<file path="config.mk">
export PLATFORM = sky130hd
export DESIGN_NAME = cnp_trellis_top
export DESIGN_NICKNAME = d
export VERILOG_FILES = /design/src/rtl/cnp_pkg.sv /design/src/rtl/cnp_llr_to_sm.sv /design/src/rtl/cnp_sm_to_llr.sv /design/src/rtl/cnp_minsum_trellis.sv /design/src/rtl/cnp_trellis_top.sv
export SDC_FILE = /design/constraint.sdc
export NUM_CORES = 1
export LEC_CHECK = 0
export BUFFER_PORTS_ARGS = -buffer_cell sky130_fd_sc_hd__buf_2
export CORE_ASPECT_RATIO = 2
export CORE_MARGIN = 1.5
export CORE_UTILIZATION = 35
export DETAILED_ROUTE_END_ITERATION = 8
export HOLD_SLACK_MARGIN = 0.03
export PLACE_DENSITY = 0.57
export RECOVER_POWER = 100
export REMOVE_ABC_BUFFERS = 1
export SYNTH_ARGS = -nofsm -noshare
export SYNTH_HDL_FRONTEND = slang
export SYNTH_SLANG_ARGS = --single-unit
</file>
<file path="constraint.sdc">
create_clock -name clk -period 3.55 [get_ports clk]
set_input_delay 0.5325 -clock clk [delete_from_list [all_inputs] [get_ports clk]]
set_output_delay 0.5325 -clock clk [all_outputs]
set_load 0.01 [all_outputs]
</file>
<file path="src/rtl/cnp_pkg.sv">
package cnp_pkg;
    // Default message width (two's complement) and check degree
    localparam int CNP_DEF_W   = 6;
    localparam int CNP_DEF_DEG = 4;
endpackage

</file>
<file path="src/rtl/cnp_llr_to_sm.sv">
module cnp_llr_to_sm #(
    parameter int W = 6
) (
    input  logic [W-1:0] llr,
    output logic         sgn,
    output logic [W-2:0] mag
);
    localparam logic [W-1:0] MOST_NEG = {1'b1, {(W-1){1'b0}}};

    logic [W-1:0] neg_d;

    always_comb begin
        sgn   = llr[W-1];
        neg_d = -llr;
        if (llr == MOST_NEG) begin
            mag = '1;                       // saturate, R5
        end else if (llr[W-1]) begin
            mag = neg_d[W-2:0];
        end else begin
            mag = llr[W-2:0];
        end
    end
endmodule

</file>
<file path="src/rtl/cnp_sm_to_llr.sv">
module cnp_sm_to_llr #(
    parameter int W = 6
) (
    input  logic         sgn,
    input  logic [W-2:0] mag,
    output logic [W-1:0] llr
);
    logic [W-1:0] pos_d;

    always_comb begin
        pos_d = {1'b0, mag};
        if (mag == '0) begin
            llr = '0;                        // no negative zero, R6
        end else if (sgn) begin
            llr = -pos_d;
        end else begin
            llr = pos_d;
        end
    end
endmodule

</file>
<file path="src/rtl/cnp_minsum_trellis.sv">
module cnp_minsum_trellis #(
    parameter int DEG   = 4,
    parameter int MAG_W = 5
) (
    input  logic                           clk,
    input  logic                           rst_n,
    input  logic                           valid_in,
    input  logic [DEG-1:0]                 sgn_in,
    input  logic [DEG-1:0][MAG_W-1:0]      mag_in,
    output logic                           valid_out,
    output logic [DEG-1:0]                 sgn_out,
    output logic [DEG-1:0][MAG_W-1:0]      mag_out
);
    localparam logic [MAG_W-1:0] MAG_TOP = '1;

    typedef struct packed {
        logic                      v1;
        logic [DEG-1:0]            s1;
        logic [DEG-1:0][MAG_W-1:0] m1;
        logic                      v2;
        logic [DEG-1:0]            s2;
        logic [DEG-1:0][MAG_W-1:0] m2;
    } pipe_t;

    pipe_t st_d, st_q;

    logic [DEG:0]            fwd_s_d, bwd_s_d;
    logic [DEG:0][MAG_W-1:0] fwd_m_d, bwd_m_d;

    always_comb begin
        // forward chain: combination of edges 0..k-1 sits at index k
        fwd_s_d[0] = 1'b0;
        fwd_m_d[0] = MAG_TOP;
        for (int k = 0; k < DEG; k++) begin
            fwd_s_d[k+1] = fwd_s_d[k] ^ st_q.s1[k];
            fwd_m_d[k+1] = (st_q.m1[k] < fwd_m_d[k]) ? st_q.m1[k] : fwd_m_d[k];
        end
        // backward chain: combination of edges k..DEG-1 sits at index k
        bwd_s_d[DEG] = 1'b0;
        bwd_m_d[DEG] = MAG_TOP;
        for (int k = DEG - 1; k >= 0; k--) begin
            bwd_s_d[k] = bwd_s_d[k+1] ^ st_q.s1[k];
            bwd_m_d[k] = (st_q.m1[k] < bwd_m_d[k+1]) ? st_q.m1[k] : bwd_m_d[k+1];
        end

        st_d    = st_q;
        st_d.v1 = valid_in;
        st_d.s1 = sgn_in;
        st_d.m1 = mag_in;
        st_d.v2 = st_q.v1;
        for (int k = 0; k < DEG; k++) begin
            st_d.s2[k] = fwd_s_d[k] ^ bwd_s_d[k+1];
            st_d.m2[k] = (fwd_m_d[k] < bwd_m_d[k+1]) ? fwd_m_d[k] : bwd_m_d[k+1];
        end
    end

    always_ff @(posedge clk) begin
        if (!rst_n) begin
            st_q <= '0;
        end else begin
            st_q <= st_d;
        end
    end

    assign valid_out = st_q.v2;
    assign sgn_out   = st_q.s2;
    assign mag_out   = st_q.m2;

    // Two-cycle alignment of the valid strobe
    assert_latency_R1: assert property (@(posedge clk) disable iff (!rst_n)
        valid_out == $past(valid_in, 2));

    for (genvar k = 0; k < DEG; k++) begin : g_chk
        // Output sign equals parity of all captured signs except its own
        assert_sign_R3: assert property (@(posedge clk) disable iff (!rst_n)
            st_q.v1 |=> (sgn_out[k] == ($past(^st_q.s1) ^ $past(st_q.s1[k]))));
        for (genvar j = 0; j < DEG; j++) begin : g_other
            if (j != k) begin : g_ne
                // Output magnitude never exceeds any other edge's magnitude
                assert_min_R4: assert property (@(posedge clk) disable iff (!rst_n)
                    st_q.v1 |=> (mag_out[k] <= $past(st_q.m1[j])));
            end
        end
    end
endmodule

</file>
<file path="src/rtl/cnp_trellis_top.sv">
module cnp_trellis_top
    import cnp_pkg::*;
#(
    parameter int W   = CNP_DEF_W,
    parameter int DEG = CNP_DEF_DEG
) (
    input  logic             clk,
    input  logic             rst_n,
    input  logic             valid_in,
    input  logic [DEG*W-1:0] llr_in,
    output logic             valid_out,
    output logic [DEG*W-1:0] llr_out
);
    localparam int MAG_W = W - 1;
    localparam logic [W-1:0] MOST_NEG = {1'b1, {(W-1){1'b0}}};

    logic [DEG-1:0]            in_sgn, out_sgn;
    logic [DEG-1:0][MAG_W-1:0] in_mag, out_mag;

    for (genvar e = 0; e < DEG; e++) begin : g_edge
        cnp_llr_to_sm #(.W(W)) u_in (
            .llr (llr_in[e*W +: W]),
            .sgn (in_sgn[e]),
            .mag (in_mag[e])
        );
        cnp_sm_to_llr #(.W(W)) u_out (
            .sgn (out_sgn[e]),
            .mag (out_mag[e]),
            .llr (llr_out[e*W +: W])
        );
        assert_no_most_neg_R6: assert property (@(posedge clk) disable iff (!rst_n)
            valid_out |-> (llr_out[e*W +: W] != MOST_NEG));
    end

    cnp_minsum_trellis #(.DEG(DEG), .MAG_W(MAG_W)) u_core (
        .clk       (clk),
        .rst_n     (rst_n),
        .valid_in  (valid_in),
        .sgn_in    (in_sgn),
        .mag_in    (in_mag),
        .valid_out (valid_out),
        .sgn_out   (out_sgn),
        .mag_out   (out_mag)
    );
endmodule

</file>
==> results of run 1 <==
## area by class of cell
cell class              instances  area (µm²)
clock inverters                 1       5.005
inverters                      38       142.6
well taps                     102       127.6
fillers                       944        5246
repair buffers                 56       260.3
multi-input cells             276        2026
flip-flops and latches         50        1001
clock buffers                   7       142.6
## through the flow
step	power [W]	area [µm²]	instances	util, %
floorplan	0.001234	3154	364	-
global placement	0.001451	3567	521	39.85
detailed placement	0.001465	3567	521	39.85
CTS	0.001934	3715	529	41.50
global route	0.002055	3705	530	41.39
finish	0.001911	3705	530	41.39
## worst paths after layout
path,start,end,slack [ns],depth (start not counted)
max,u_core.st_q[42]$_SDFF_PN0_,u_core.mag_out[6]$_SDFF_PN0_,0.22,15
max reg2reg,u_core.st_q[42]$_SDFF_PN0_,u_core.mag_out[6]$_SDFF_PN0_,0.22,15
min reg2reg,u_core.st_d[24]$_SDFF_PN0_,u_core.valid_out$_SDFF_PN0_,0.43,1
min,u_core.st_d[24]$_SDFF_PN0_,u_core.valid_out$_SDFF_PN0_,0.43,1
## power by group through the flow
stage               sequential (W)  combinational, W  clock (W)
finish                    0.000694          0.000748   0.000469
global route              0.000705          0.000847   0.000503
CTS                       0.000695          0.000760   0.000479
detailed placement        0.000707          0.000757          0
global placement          0.000705          0.000747          0
floorplan                 0.000689          0.000545          0
## registers in the layout (all words and copies together) (netlist names)
| signal | flops |
|---|---|
| u_core.bwd_s_d | 1 |
| u_core.st_q | 22 |
| u_core.mag_out | 20 |
| u_core.sgn_out | 4 |
| u_core.st_d | 1 |
| u_core.valid_out | 1 |
| u_core.fwd_s_d | 1 |
## cell usage after synthesis (2+ instances only)
library cell	n	area, µm²
dfxtp_1	50	1001
nor2_1	44	165.2
inv_1	38	142.6
ha_1	29	362.9
a21oi_1	22	110.1
mux2i_1	15	150.1
nand2_1	15	56.30
xnor2_1	12	105.1
nor2b_1	11	68.82
o21ai_0	10	50.05
xor2_1	10	87.58
a211oi_1	9	67.56
nor3_1	8	40.04
nor3b_1	8	60.06
clkbuf_1	7	26.28
and2_1	6	37.54
nand3_1	6	30.03
a21o_1	5	37.54
mux2_2	5	56.30
o31ai_1	5	37.54
or3_1	5	31.28
a31oi_1	4	25.02
nand4_1	4	25.02
nand4b_1	4	35.03
or2b_1	3	22.52
a211oi_2	2	25.02
maj3_1	2	20.02
nand2b_1	2	12.51
o211ai_1	2	15.01
o21a_1	2	15.01
o21ai_1	2	10.01
o221a_2	2	22.52
o22ai_1	2	12.51
## routing by layer
metal	global-route usage, %	up-vias	wire length (µm)
met4	11.92	0	520
met5	0	-	0
met3	2.259	25	189
met1	13.28	1277	2522
li1	-	1420	-
met2	31.13	64	4169
## kinds of logic (layout without fill, tap and decap cells)
| logic type | count (synthesis) | in the layout | synth area share (%) |
|---|---|---|---|
| adder cells (fa/ha/maj) | 31 | 31 | 11.98 |
| multiplexers | 21 | 21 | 6.891 |
| XOR/XNOR | 22 | 22 | 6.030 |
| AO/OA/AOI/OAI | 78 | 78 | 17.50 |
| AND/OR/NAND/NOR | 124 | 124 | 20.52 |
| buffers and inverters | 47 | 102 | 5.756 |
| flip-flops | 50 | 50 | 31.32 |
## timing repair
action                     CTS  global route
buffers inserted             0             1
setup endpoints to repair    0             4
gates resized for setup      0             3
## critical path: stages (launching register included)
cell      delay, ns
dfxtp_1        0.35
inv_1          0.08
ha_1           0.29
a21oi_1        0.21
o221ai_2       0.13
buf_4          0.16
mux2_2         0.24
inv_1          0.09
ha_1           0.24
a211oi_2       0.26
nand3_1        0.12
o22ai_2        0.18
o21ai_1        0.11
a311oi_4       0.41
nor2_1         0.08
a211oi_1       0.24
==> results.toml, run 1 <==
[yosys]
async_flop_share_pct = 0
synth_seq_cells = 50
synth_area_um2 = 3196
synth-main-ff-cell = "dfxtp_1"
synth-edff-count = 0
seq_area_frac_synth_pct = 31.32
ys_types = 55
synthCells = 373
avgSynthCellArea_um2 = 8.567
ys_warn_count = 0

[clock_tree]
cts_root_buffer = "clkbuf_16"
worst_skew_pair.late_latency_ns = 0.29
cts_made_buffers = 5
hold_buffers = 0
htreeDepth = 2
clkTransAtPathRegs_ns = 0.06
cts_tree = "yes"
cts_buffer_depth = 2
cts_sinks = 50

[power_and_ir_drop]
peakVddDrop_mv = 0.1925
power_frac_seq_pct = 36.3
p_leak_nw = 1.580
power.density_nw_per_um2 = 515.8
switching_share_pct = 35.22
power_frac_clock_pct = 24.5
p_int_w = 0.001238
netSwitchingPower_w = 0.0006731
combPwrFrac_pct = 39.1

[global_routing]
track_usage_pct = 15.78
antenna_found_initial = 0
grt_pass1_vias = 2716
grt_max_degree = 34
grt-ovfl-total = 0
grt_pass1_wl_um = 12210

[timing]
hold_viol = 0
rsz0062_at_grt = "no"
worst_pin_slew_ns = 1.130
relSlewSlack_pct = 24.56
fin_ws_ns = 0.2180
fin_skew_ns = 0.001864
setup-violations-final = 0
fmax_ghz = 0.3001
min_period_ns = 3.332
tns_ns = 0
hold_slack_ns = 0.4349
drv_slew = 0
period_share_pct = 93.86

[routing]
wirelength_um = 7401
viasPerCell = 5.257
via_count = 2786
first_pass_iters = 5
ant_nets = 0
drcViolationCount = 0
post_drt_wl_per_cell_um = 13.96
initialDrtViolationCount = 61

[finish]
n_antenna_cell = 0
drive_gt1_share_pct = 13.55
areaGrowthSynthToFinish_pct = 15.94
nets = 483
most-common-layout-cells = "50 x dfxtp_1, 44 x nor2_1, 38 x inv_1"
final_common_cell = "dfxtp_1"

[setup_path]
start_kind = "flip-flop"
worstPathMaxFanout = 8
cp.arrival_ns = 3.51
crit_type = "flip-flop to flip-flop"
end_kind = "flip-flop"
worst_ep_required_time_ns = 3.73

[run_status]
status = "complete, no violations"

[job]
drv_cap = 0

[floorplan]
initial_core_util_pct = 35.70
core_area_um2 = 8951
die_w_um = 70.57
rows = 49
die_h_um = 138.1
die_area_um2 = 9747
io_pins = 52

[min_path]
min_path_type = "flip-flop to flip-flop"

[place]
dp_hpwl_um = 6086
numPortBuffers = 51
gp_congestion = 0.9017
place_ws_ns = 0.1009
Power figures use the tool's default switching activity.
==> run 2: changes to the inputs <==
- CELL_PAD_IN_SITES_DETAIL_PLACEMENT: unset -> 1
- CELL_PAD_IN_SITES_GLOBAL_PLACEMENT: unset -> 2
- CORE_UTILIZATION: 35 -> 34
- PLACE_DENSITY: 0.57 -> 0.83
==> run 2 against run 1 <==
Power rose by 1.2%. Clock-buffer cell count unchanged. Final area is 0.27% higher. Critical path type unchanged.
==> results.toml, run 2 (synthesized netlist as in run 1, its figures left out) <==
[run_status]
status = "complete, no violations"

[global_routing]
antenna_found_initial = 0
grt_pass1_wl_um = 13820
grt_pass1_vias = 2978
track_usage_pct = 17.50
grt_max_degree = 34
grt-ovfl-total = 0

[floorplan]
die_w_um = 71.55
rows = 49
die_h_um = 140.1
die_area_um2 = 10020
core_area_um2 = 9074
initial_core_util_pct = 35.22
io_pins = 52

[timing]
fin_ws_ns = 0.2110
relSlewSlack_pct = 26.65
drv_slew = 0
min_period_ns = 3.339
hold_viol = 0
worst_pin_slew_ns = 1.099
setup-violations-final = 0
fin_skew_ns = 0.005109
fmax_ghz = 0.2995
period_share_pct = 94.06

[finish]
seq_area_um2 = 1001
final_common_cell = "dfxtp_1"
finalCoreUtilization_pct = 40.94
n_antenna_cell = 0
areaGrowthSynthToFinish_pct = 16.25
most-common-layout-cells = "50 x dfxtp_1, 44 x nor2_1, 38 x inv_1"
drive_gt1_share_pct = 13.23
largest_reg_flops = 22
nets = 486
multiInputGateArea_um2 = 2016
regMostFlops = "u_core.st_q"
n_fill_cell = 1120

[setup_path]
timing.rr.start = "u_core.st_q[44]$_SDFF_PN0_"
worst_ep_required_time_ns = 3.75
crit_type = "flip-flop to flip-flop"
start_kind = "flip-flop"
cpPeakStageDelay_ns = 0.38
cpMaxStageDelayCell = "mux2_2"
cp.arrival_ns = 3.53
worstPathMaxFanout = 6
end_kind = "flip-flop"
reg2reg_slack_ns = 0.21
reg2regPathDepth = 15
startpoint = "u_core.st_q[44]$_SDFF_PN0_"
r2r-end = "u_core.mag_out[7]$_SDFF_PN0_"
path_cells = "inv_1 -> ha_1 -> nand2_1 -> o221ai_2 -> clkbuf_1 -> mux2_2 -> inv_1 -> ha_1 -> o21a_1 -> o22ai_2 -> o21ai_1 -> a311oi_4 -> buf_4 -> nand3_1 -> o31ai_1"

[routing]
post_drt_wl_per_cell_um = 15.75
ant_nets = 0
initialDrtViolationCount = 31
drcViolationCount = 0
first_pass_iters = 6
viasPerCell = 5.341
via_count = 2847
wirelength_um = 8396

[power_and_ir_drop]
peakVddDrop_mv = 0.3389
power.density_nw_per_um2 = 520.4
p_leak_nw = 1.590

[clock_tree]
cts_tree = "yes"
cts_buffer_depth = 2
cts_root_buffer = "clkbuf_16"
cts_made_buffers = 5
cts_sinks = 50
htreeDepth = 2
worst_skew_pair.late_latency_ns = 0.29
clkTransAtPathRegs_ns = 0.06

[min_path]
hold_depth = 1
min_path_type = "flip-flop to flip-flop"
hold_path_end = "u_core.valid_out$_SDFF_PN0_"
hp-start = "u_core.st_d[24]$_SDFF_PN0_"

[place]
place_ws_ns = 0.06080
dp_hpwl_um = 6946
gp_congestion = 0.8847
numPortBuffers = 51

[job]
drv_cap = 0
run 2: cell count changes in the layout (fill, tap and decap cells not counted), sizes merged:
cell  change
buf       +3
run 2: power by group:
group          switching [W]  leakage, nW  internal [W]
Sequential         0.0000644        0.415      0.000631
Combinational       0.000434         1.10      0.000333
Clock               0.000193       0.0739      0.000279
Total               0.000691         1.59       0.00124
run 2: how the worst max path moves through the flow:
stage                                         to  slack, ns  cells after the start
floorplan           u_core.mag_out[6]$_SDFF_PN0_       0.40                     14
global placement    u_core.mag_out[9]$_SDFF_PN0_       0.25                     14
detailed placement  u_core.mag_out[6]$_SDFF_PN0_       0.06                     15
CTS                 u_core.mag_out[6]$_SDFF_PN0_       0.04                     15
global route        u_core.mag_out[9]$_SDFF_PN0_     -0.003                     14
finish              u_core.mag_out[7]$_SDFF_PN0_       0.21                     15
run 2: metrics by stage:
stage | cell area (µm²) | hold WS, ns | TNS (ns) | std cells | total power, W
final | 3715 | 0.4325 | 0 | 533 | 0.001933
after global routing | 3715 | 0.4515 | -0.002841 | 533 | 0.002073
after detailed placement | 3575 | 0.4222 | 0 | 522 | 0.001488
after global placement | 3575 | 0.4141 | 0 | 522 | 0.001455
after floorplan | 3154 | 0.4118 | 0 | 364 | 0.001234
after CTS | 3722 | 0.4370 | 0 | 530 | 0.001967
run 2: layer usage:
layer	global-route usage [%]	vias up	share of wire, %
li1	-	1426	-
met1	15.48	1352	34
met2	36.01	49	59
met3	2.518	20	2.4
met4	8.640	0	4.1
met5	0	-	0
run 2: final cells by class:
| class | count | share of cell area, % |
|---|---|---|
| tap | 102 | 3.435 |
| clock inverter | 1 | 0.1347 |
| multi-input combinational | 276 | 54.26 |
| inverter | 38 | 3.840 |
| timing repair buffer | 59 | 7.545 |
| clock buffer | 7 | 3.840 |
| sequential | 50 | 26.95 |
run 2: what timing repair did:
action | 4_1_cts | 5_1_grt
hold buffers | 0 | 0
buffers inserted | 0 | 3
endpoints found under the setup margin | 0 | 4
resized for setup | 0 | 3
run 2: critical path, delay by kind of cell (launching register included):
kind	cells	cell delay [ns]
compound gates	6	1.12
buf+inv	4	0.61
fa+ha+maj	2	0.59
mux	1	0.38
flops	1	0.35
simple gates	2	0.18
